### src/rtl/blsu_pkg.sv
package blsu_pkg;

  typedef enum logic [2:0] {
    OP_AND  = 3'd0,
    OP_OR   = 3'd1,
    OP_XOR  = 3'd2,
    OP_NOT  = 3'd3,
    OP_TEST = 3'd4,
    OP_SHL  = 3'd5,
    OP_RSV6 = 3'd6,
    OP_RSV7 = 3'd7
  } blsuOp_e;

  typedef struct packed {
    logic cf;
    logic of;
    logic pf;
    logic sf;
    logic zf;
  } blsuFlags_t;

  // strobes from control to datapath
  typedef struct packed {
    logic load;
    logic step;
    logic finish;
  } blsuCtrl_t;

endpackage

### src/rtl/blsu_control.sv
module blsu_control
  import blsu_pkg::*;
#(
  parameter int CNT_W = 5
) (
  input  logic             clk,
  input  logic             rstN,
  input  logic             validIn,
  input  logic [2:0]       opSel,
  input  logic [CNT_W-1:0] countIn,
  output blsuCtrl_t        ctrl,
  output logic             busy
);

  typedef enum logic [1:0] {S_IDLE, S_STEP, S_FIN} state_e;

  state_e           state;
  logic [CNT_W-1:0] cntR;
  logic             startShift;

  assign startShift = (blsuOp_e'(opSel) == OP_SHL) && (countIn != '0);

  always_comb begin
    ctrl.load   = (state == S_IDLE) && validIn;
    ctrl.step   = (state == S_STEP);
    ctrl.finish = (state == S_FIN);
  end

  assign busy = (state != S_IDLE);

  always_ff @(posedge clk) begin
    if (!rstN) begin
      state <= S_IDLE;
      cntR  <= '0;
    end else begin
      unique case (state)
        S_IDLE: begin
          if (validIn) begin
            if (startShift) begin
              state <= S_STEP;
              cntR  <= countIn;
            end else begin
              state <= S_FIN;
            end
          end
        end
        S_STEP: begin
          cntR <= cntR - 1'b1;
          if (cntR == {{(CNT_W-1){1'b0}}, 1'b1}) state <= S_FIN;
        end
        S_FIN:   state <= S_IDLE;
        default: state <= S_IDLE;
      endcase
    end
  end

endmodule

### src/rtl/blsu_datapath.sv
module blsu_datapath
  import blsu_pkg::*;
#(
  parameter int WORD_W = 16,
  parameter int BYTE_W = 8,
  parameter int CNT_W  = 5
) (
  input  logic              clk,
  input  logic              rstN,
  input  blsuCtrl_t         ctrl,
  input  logic [2:0]        opSel,
  input  logic              wordMode,
  input  logic [WORD_W-1:0] dstIn,
  input  logic [WORD_W-1:0] srcIn,
  input  blsuFlags_t        flagsIn,
  output logic [WORD_W-1:0] resOut,
  output logic              resWe,
  output blsuFlags_t        flagsOut,
  output logic              doneOut
);

  localparam int HI_W = WORD_W - BYTE_W;

  blsuOp_e           opR;
  logic              wordR;
  logic [WORD_W-1:0] dstR;
  logic [WORD_W-1:0] workR;
  blsuFlags_t        savedR;
  logic              cfShR;
  logic              oneBitR;
  logic              zeroCntR;

  // sized views of the working value
  logic              msbNow;
  logic              zeroNow;
  logic              parityNow;
  logic [WORD_W-1:0] merged;
  logic              writeEn;
  blsuFlags_t        flagsNext;

  always_comb begin
    msbNow    = wordR ? workR[WORD_W-1] : workR[BYTE_W-1];
    zeroNow   = wordR ? (workR == '0) : (workR[BYTE_W-1:0] == '0);
    parityNow = ~^workR[7:0];
    merged    = wordR ? workR : {dstR[WORD_W-1:BYTE_W], workR[BYTE_W-1:0]};
  end

  always_comb begin
    writeEn   = 1'b0;
    flagsNext = savedR;
    unique case (opR)
      OP_AND, OP_OR, OP_XOR, OP_TEST: begin
        writeEn      = (opR != OP_TEST);
        flagsNext.cf = 1'b0;
        flagsNext.of = 1'b0;
        flagsNext.pf = parityNow;
        flagsNext.sf = msbNow;
        flagsNext.zf = zeroNow;
      end
      OP_NOT: writeEn = 1'b1;
      OP_SHL: begin
        if (!zeroCntR) begin
          writeEn      = 1'b1;
          flagsNext.cf = cfShR;
          flagsNext.of = oneBitR ? (msbNow ^ cfShR) : savedR.of;
          flagsNext.pf = parityNow;
          flagsNext.sf = msbNow;
          flagsNext.zf = zeroNow;
        end
      end
      default: writeEn = 1'b0;
    endcase
  end

  // operand capture and the stepping shifter
  always_ff @(posedge clk) begin
    if (!rstN) begin
      opR      <= OP_RSV7;
      wordR    <= 1'b0;
      dstR     <= '0;
      workR    <= '0;
      savedR   <= '0;
      cfShR    <= 1'b0;
      oneBitR  <= 1'b0;
      zeroCntR <= 1'b0;
    end else if (ctrl.load) begin
      opR      <= blsuOp_e'(opSel);
      wordR    <= wordMode;
      dstR     <= dstIn;
      savedR   <= flagsIn;
      cfShR    <= 1'b0;
      oneBitR  <= (srcIn[CNT_W-1:0] == {{(CNT_W-1){1'b0}}, 1'b1});
      zeroCntR <= (srcIn[CNT_W-1:0] == '0);
      unique case (blsuOp_e'(opSel))
        OP_AND, OP_TEST: workR <= dstIn & srcIn;
        OP_OR:           workR <= dstIn | srcIn;
        OP_XOR:          workR <= dstIn ^ srcIn;
        OP_NOT:          workR <= ~dstIn;
        default:         workR <= dstIn;
      endcase
    end else if (ctrl.step) begin
      cfShR <= wordR ? workR[WORD_W-1] : workR[BYTE_W-1];
      workR <= {workR[WORD_W-2:0], 1'b0};
    end
  end

  // result registers, updated only at completion
  always_ff @(posedge clk) begin
    if (!rstN) begin
      resOut   <= '0;
      resWe    <= 1'b0;
      flagsOut <= '0;
      doneOut  <= 1'b0;
    end else begin
      doneOut <= ctrl.finish;
      resWe   <= ctrl.finish && writeEn;
      if (ctrl.finish) begin
        resOut   <= writeEn ? merged : dstR;
        flagsOut <= flagsNext;
      end
    end
  end

  logic unusedHi;
  assign unusedHi = ^{HI_W{1'b0}};

endmodule

### src/rtl/blsu_top.sv
module blsu_top
  import blsu_pkg::*;
#(
  parameter int WORD_W = 16,
  parameter int BYTE_W = 8,
  parameter int CNT_W  = 5
) (
  input  logic              clk,
  input  logic              rstN,
  input  logic              validIn,
  input  logic [2:0]        opSel,
  input  logic              wordMode,
  input  logic [WORD_W-1:0] dstIn,
  input  logic [WORD_W-1:0] srcIn,
  input  logic              cfIn,
  input  logic              ofIn,
  input  logic              pfIn,
  input  logic              sfIn,
  input  logic              zfIn,
  output logic [WORD_W-1:0] resOut,
  output logic              resWe,
  output logic              cfOut,
  output logic              ofOut,
  output logic              pfOut,
  output logic              sfOut,
  output logic              zfOut,
  output logic              doneOut,
  output logic              busy
);

  blsuCtrl_t  ctrl;
  blsuFlags_t flagsIn;
  blsuFlags_t flagsOut;

  assign flagsIn = '{cf: cfIn, of: ofIn, pf: pfIn, sf: sfIn, zf: zfIn};
  assign cfOut   = flagsOut.cf;
  assign ofOut   = flagsOut.of;
  assign pfOut   = flagsOut.pf;
  assign sfOut   = flagsOut.sf;
  assign zfOut   = flagsOut.zf;

  blsu_control #(.CNT_W(CNT_W)) i_control (
    .clk     (clk),
    .rstN    (rstN),
    .validIn (validIn),
    .opSel   (opSel),
    .countIn (srcIn[CNT_W-1:0]),
    .ctrl    (ctrl),
    .busy    (busy)
  );

  blsu_datapath #(.WORD_W(WORD_W), .BYTE_W(BYTE_W), .CNT_W(CNT_W)) i_datapath (
    .clk      (clk),
    .rstN     (rstN),
    .ctrl     (ctrl),
    .opSel    (opSel),
    .wordMode (wordMode),
    .dstIn    (dstIn),
    .srcIn    (srcIn),
    .flagsIn  (flagsIn),
    .resOut   (resOut),
    .resWe    (resWe),
    .flagsOut (flagsOut),
    .doneOut  (doneOut)
  );

endmodule

### config.mk
export PLATFORM = sky130hd
export DESIGN_NAME = blsu_top
export DESIGN_NICKNAME = d
export VERILOG_FILES = /design/src/rtl/blsu_pkg.sv /design/src/rtl/blsu_control.sv /design/src/rtl/blsu_datapath.sv /design/src/rtl/blsu_top.sv
export SDC_FILE = /design/constraint.sdc
export NUM_CORES = 1
export LEC_CHECK = 0
export BUFFER_PORTS_ARGS = -buffer_cell sky130_fd_sc_hd__buf_2
export CELL_PAD_IN_SITES_DETAIL_PLACEMENT = 2
export CELL_PAD_IN_SITES_GLOBAL_PLACEMENT = 2
export CORE_MARGIN = 1
export CORE_UTILIZATION = 37
export DETAILED_ROUTE_END_ITERATION = 8
export GPL_TIMING_DRIVEN = 0
export PLACE_DENSITY_LB_ADDON = 0.2
export SYNTH_ARGS = -nofsm -noshare
export SYNTH_HDL_FRONTEND = slang
export SYNTH_HIERARCHICAL = 1
export SYNTH_SLANG_ARGS = --single-unit
### constraint.sdc
create_clock -name clk -period 4.6 [get_ports clk]
set_input_delay 0.23 -clock clk [delete_from_list [all_inputs] [get_ports clk]]
set_output_delay 0.23 -clock clk [all_outputs]
set_load 0.01 [all_outputs]
==> metrics.txt <==
final WL=15.75 mm; Tightest Pin Transition=766.8 ps; WL/cell=21.57 um; cell internal pwr=0.001303 W; CP required=4830 ps; Synth Instances=505; final worst path period need=2409 ps; Synth Flop Type=dfxtp_1; H-tree depth=3; Worst Path Arrival=2640 ps; hold depth=3; DR iter-0 viols=178; critical path startpoint category=flip-flop; Setup CP Type=reg2reg; most frequent cells in the layout=buf_2 (80), dfxtp_1 (74), mux2i_1 (73), inv_1 (65), a21oi_1 (40); chip height=111.8 um; Initial Util=0.3860; Net Sw Power=0.0005487 W; largest net degree at the start of global routing=13; CTS tree=built; share of post-route cells with drive strength above 1=0.1840; clk_lat worst skew=350 ps; Synth Area in Compound Gates=0.2024; failing checks=DRC; worst r2r path cells=6; slowest stage cell on the critical path=dfxtp_1; post-synthesis cell type count=55; leakage power=2.373 nW; sequential area share after synthesis=0.3318; cts hold-fix bufs=0; Final Hold Viols=0; IO buf count=67; all-layer global routing usage=0.2663; P&R area growth vs syn=18.44%; clk slew on worst S/H paths=60 ps; commonest non-fill, non-tap cell in the layout=buf_2; largest family of logic cells by synthesized area=compound AO/OA/AOI/OAI gates; r2r startpoint=i_control/state[1]; Synth Area in Adders=0.1065; Post-DP HPWL=11.01 mm; Post-Synthesis Net Count=587; crit-path leading delay family=simple AND/OR/NAND/NOR gates; post-synthesis register bit count=74; r2r setup slk=2190 ps; critical hold path startpoint=pfIn; Power Density=350.1 nW/um2; crit-path max FO=10; worst hold path type=in2reg; clock root buffer=clkbuf_16; max_cap viols=0; GRT overflow=0; cell breakdown of the critical path=nand2b_1 -> nor2_1 -> buf_2 -> nand2_1 -> clkbuf_1 -> o32ai_1; Clock power frac=0.411; Remaining DRCs=6; CTS resizes=0; # setup viols final=0; via count=4195; status=finished with violations; Worst path max stage delay=430 ps; Setup TNS=0 ps; Clock Sinks=74; core area=11560 um2; final core occ=0.4572; initial antenna violation count=0; WP buf/inv=2; Num CTS Buffers=9; Crit path depth=6; Post-Synth Simple-Gate Area=0.09445; Longest Clk Path Bufs=2; PnR worst setup slack=2191 ps; mux cell area share after synthesis=0.1637; sequential share of power=0.393; ant diodes=0; Rows=39; RSZ-0062 raised after global routing=false; FMAX=0.4151 GHz; Logic pwr share=0.196; vias in the first global route=4732; post-synthesis xor/xnor area fraction=0.007848; I/O pin count=68; Die X=111.8 um; WHS=121.2 ps; first-pass GRT wire length=25.61 mm; Worst setup EP type=flip-flop; die area=12510 um2; capturing point of the worst reg2reg path=i_datapath/workR[10]; syn avg cell area=8.840 um2; Post-synth EDFFs=0; pre-CTS setup slack=2235 ps; VDD IR max=0.1585 mV; ys async rst share=0; Slew Viols, Final=0; fillers=1325; antenna viol nets, final=0; Final Wtd Congestion=0.7998; Vias/cell=5.747; hold worst-path end=i_datapath/savedR[2]; Final Cycle Share=0.5237; mapped cell area=4464 um2; NumNets Final=665; Ys Warns=6; Sw Share=0.2964; DRT Pass-1 Iters=6; number of setup buffers added after CTS=0; clk_skew=9.940 ps; Slew HR=0.4888
[sequential cells by signal, summed over array words and instances, names as in the netlist, 2 cells and up]
register             cells
i_datapath/savedR        5
i_datapath/dstR         16
i_datapath/opR           3
i_datapath/resOut       16
i_datapath/flagsOut      5
i_control/cntR           5
i_datapath/workR        16
i_control/state          2
[power by group through the flow]
| stage | Sequential [W] | Clock [W] | Combinational (W) |
|---|---|---|---|
| 4_1_cts | 0.000726 | 0.000774 | 0.000363 |
| 2_1_floorplan | 0.000732 | 0 | 0.000222 |
| 3_5_place_dp | 0.000740 | 0 | 0.000356 |
| 3_3_place_gp | 0.000736 | 0 | 0.000337 |
| 6_report | 0.000727 | 0.000761 | 0.000363 |
| 5_1_grt | 0.000732 | 0.000798 | 0.000399 |
[routing by layer]
layer / vias up / track usage / routed length (um)
met5: - / 0 / 0
met4: 0 / 0.1135 / 414
met3: 34 / 0.03811 / 603
li1: 1955 / - / -
met2: 103 / 0.4605 / 7740
met1: 2103 / 0.3295 / 6990
[synth_stat cells (2+ instances only)]
library cell  number  area [um2]
a211o_1            2       17.52
a211oi_1          18       135.1
a21oi_1           40       200.2
a311oi_1           2       17.52
a31oi_1            4       25.02
buf_1              3       11.26
buf_2             13       65.06
buf_6              2       22.52
clkbuf_1          16       60.06
dfxtp_1           74        1481
ha_1              38       475.5
inv_1             65       244.0
mux2i_1           73       730.7
nand2_1           15       56.30
nand2_2            2       12.51
nand2b_1           2       12.51
nand3_1            3       15.01
nand3b_1           6       45.04
nand4_1            2       12.51
nor2_1            28       105.1
nor4_1             4       25.02
o211ai_1           3       22.52
o21a_1             4       30.03
o21ai_0           22       110.1
o22ai_1           17       106.4
o31ai_1            2       15.01
o32ai_1           15       131.4
xnor2_1            3       26.28
[layout make-up]
class | count | area [um2] | area share
Sequential cell | 74 | 1481 | 0.2802
Timing Repair Buffer | 67 | 335.3 | 0.06342
Clock buffer | 10 | 229.0 | 0.04330
Inverter | 66 | 250.2 | 0.04733
Buffer | 35 | 166.4 | 0.03147
Multi-Input combinational cell | 330 | 2566 | 0.4853
Tap cell | 143 | 178.9 | 0.03384
Clock inverter | 5 | 80.08 | 0.01514
[kinds of logic (layout without fill, tap and decap cells)]
group           Yosys count  in the layout
buf+inv                 101            183
fa+ha+maj                38             38
xor+xnor                  4              4
simple gates             76             76
compound gates          139            139
flops                    74             74
mux                      73             73
[per-stage QoR]
step | instance area (um2) | total power (W) | cells
floorplan | 4464 | 0.0009536 | 505
global placement | 4979 | 0.001073 | 715
detailed placement | 4979 | 0.001096 | 715
CTS | 5288 | 0.001864 | 730
global route | 5288 | 0.001929 | 730
finish | 5288 | 0.001851 | 730
[worst max path at each step]
stage	endpoint	startpoint
4_1_cts	i_datapath/workR[10]	i_control/state[1]
2_1_floorplan	i_datapath/workR[10]	i_control/state[1]
5_1_grt	i_datapath/workR[10]	i_control/state[1]
3_3_place_gp	i_datapath/workR[12]	i_control/state[1]
3_5_place_dp	i_datapath/workR[10]	i_control/state[1]
6_report	i_datapath/workR[10]	i_control/state[1]
[worst reg2reg max path, cell delays in order, from the launching register on]
cell,delay (ps)
dfxtp_1,430
nand2b_1,270
nor2_1,230
buf_2,340
nand2_1,310
clkbuf_1,350
o32ai_1,380
(Power assumes the default switching activity.)
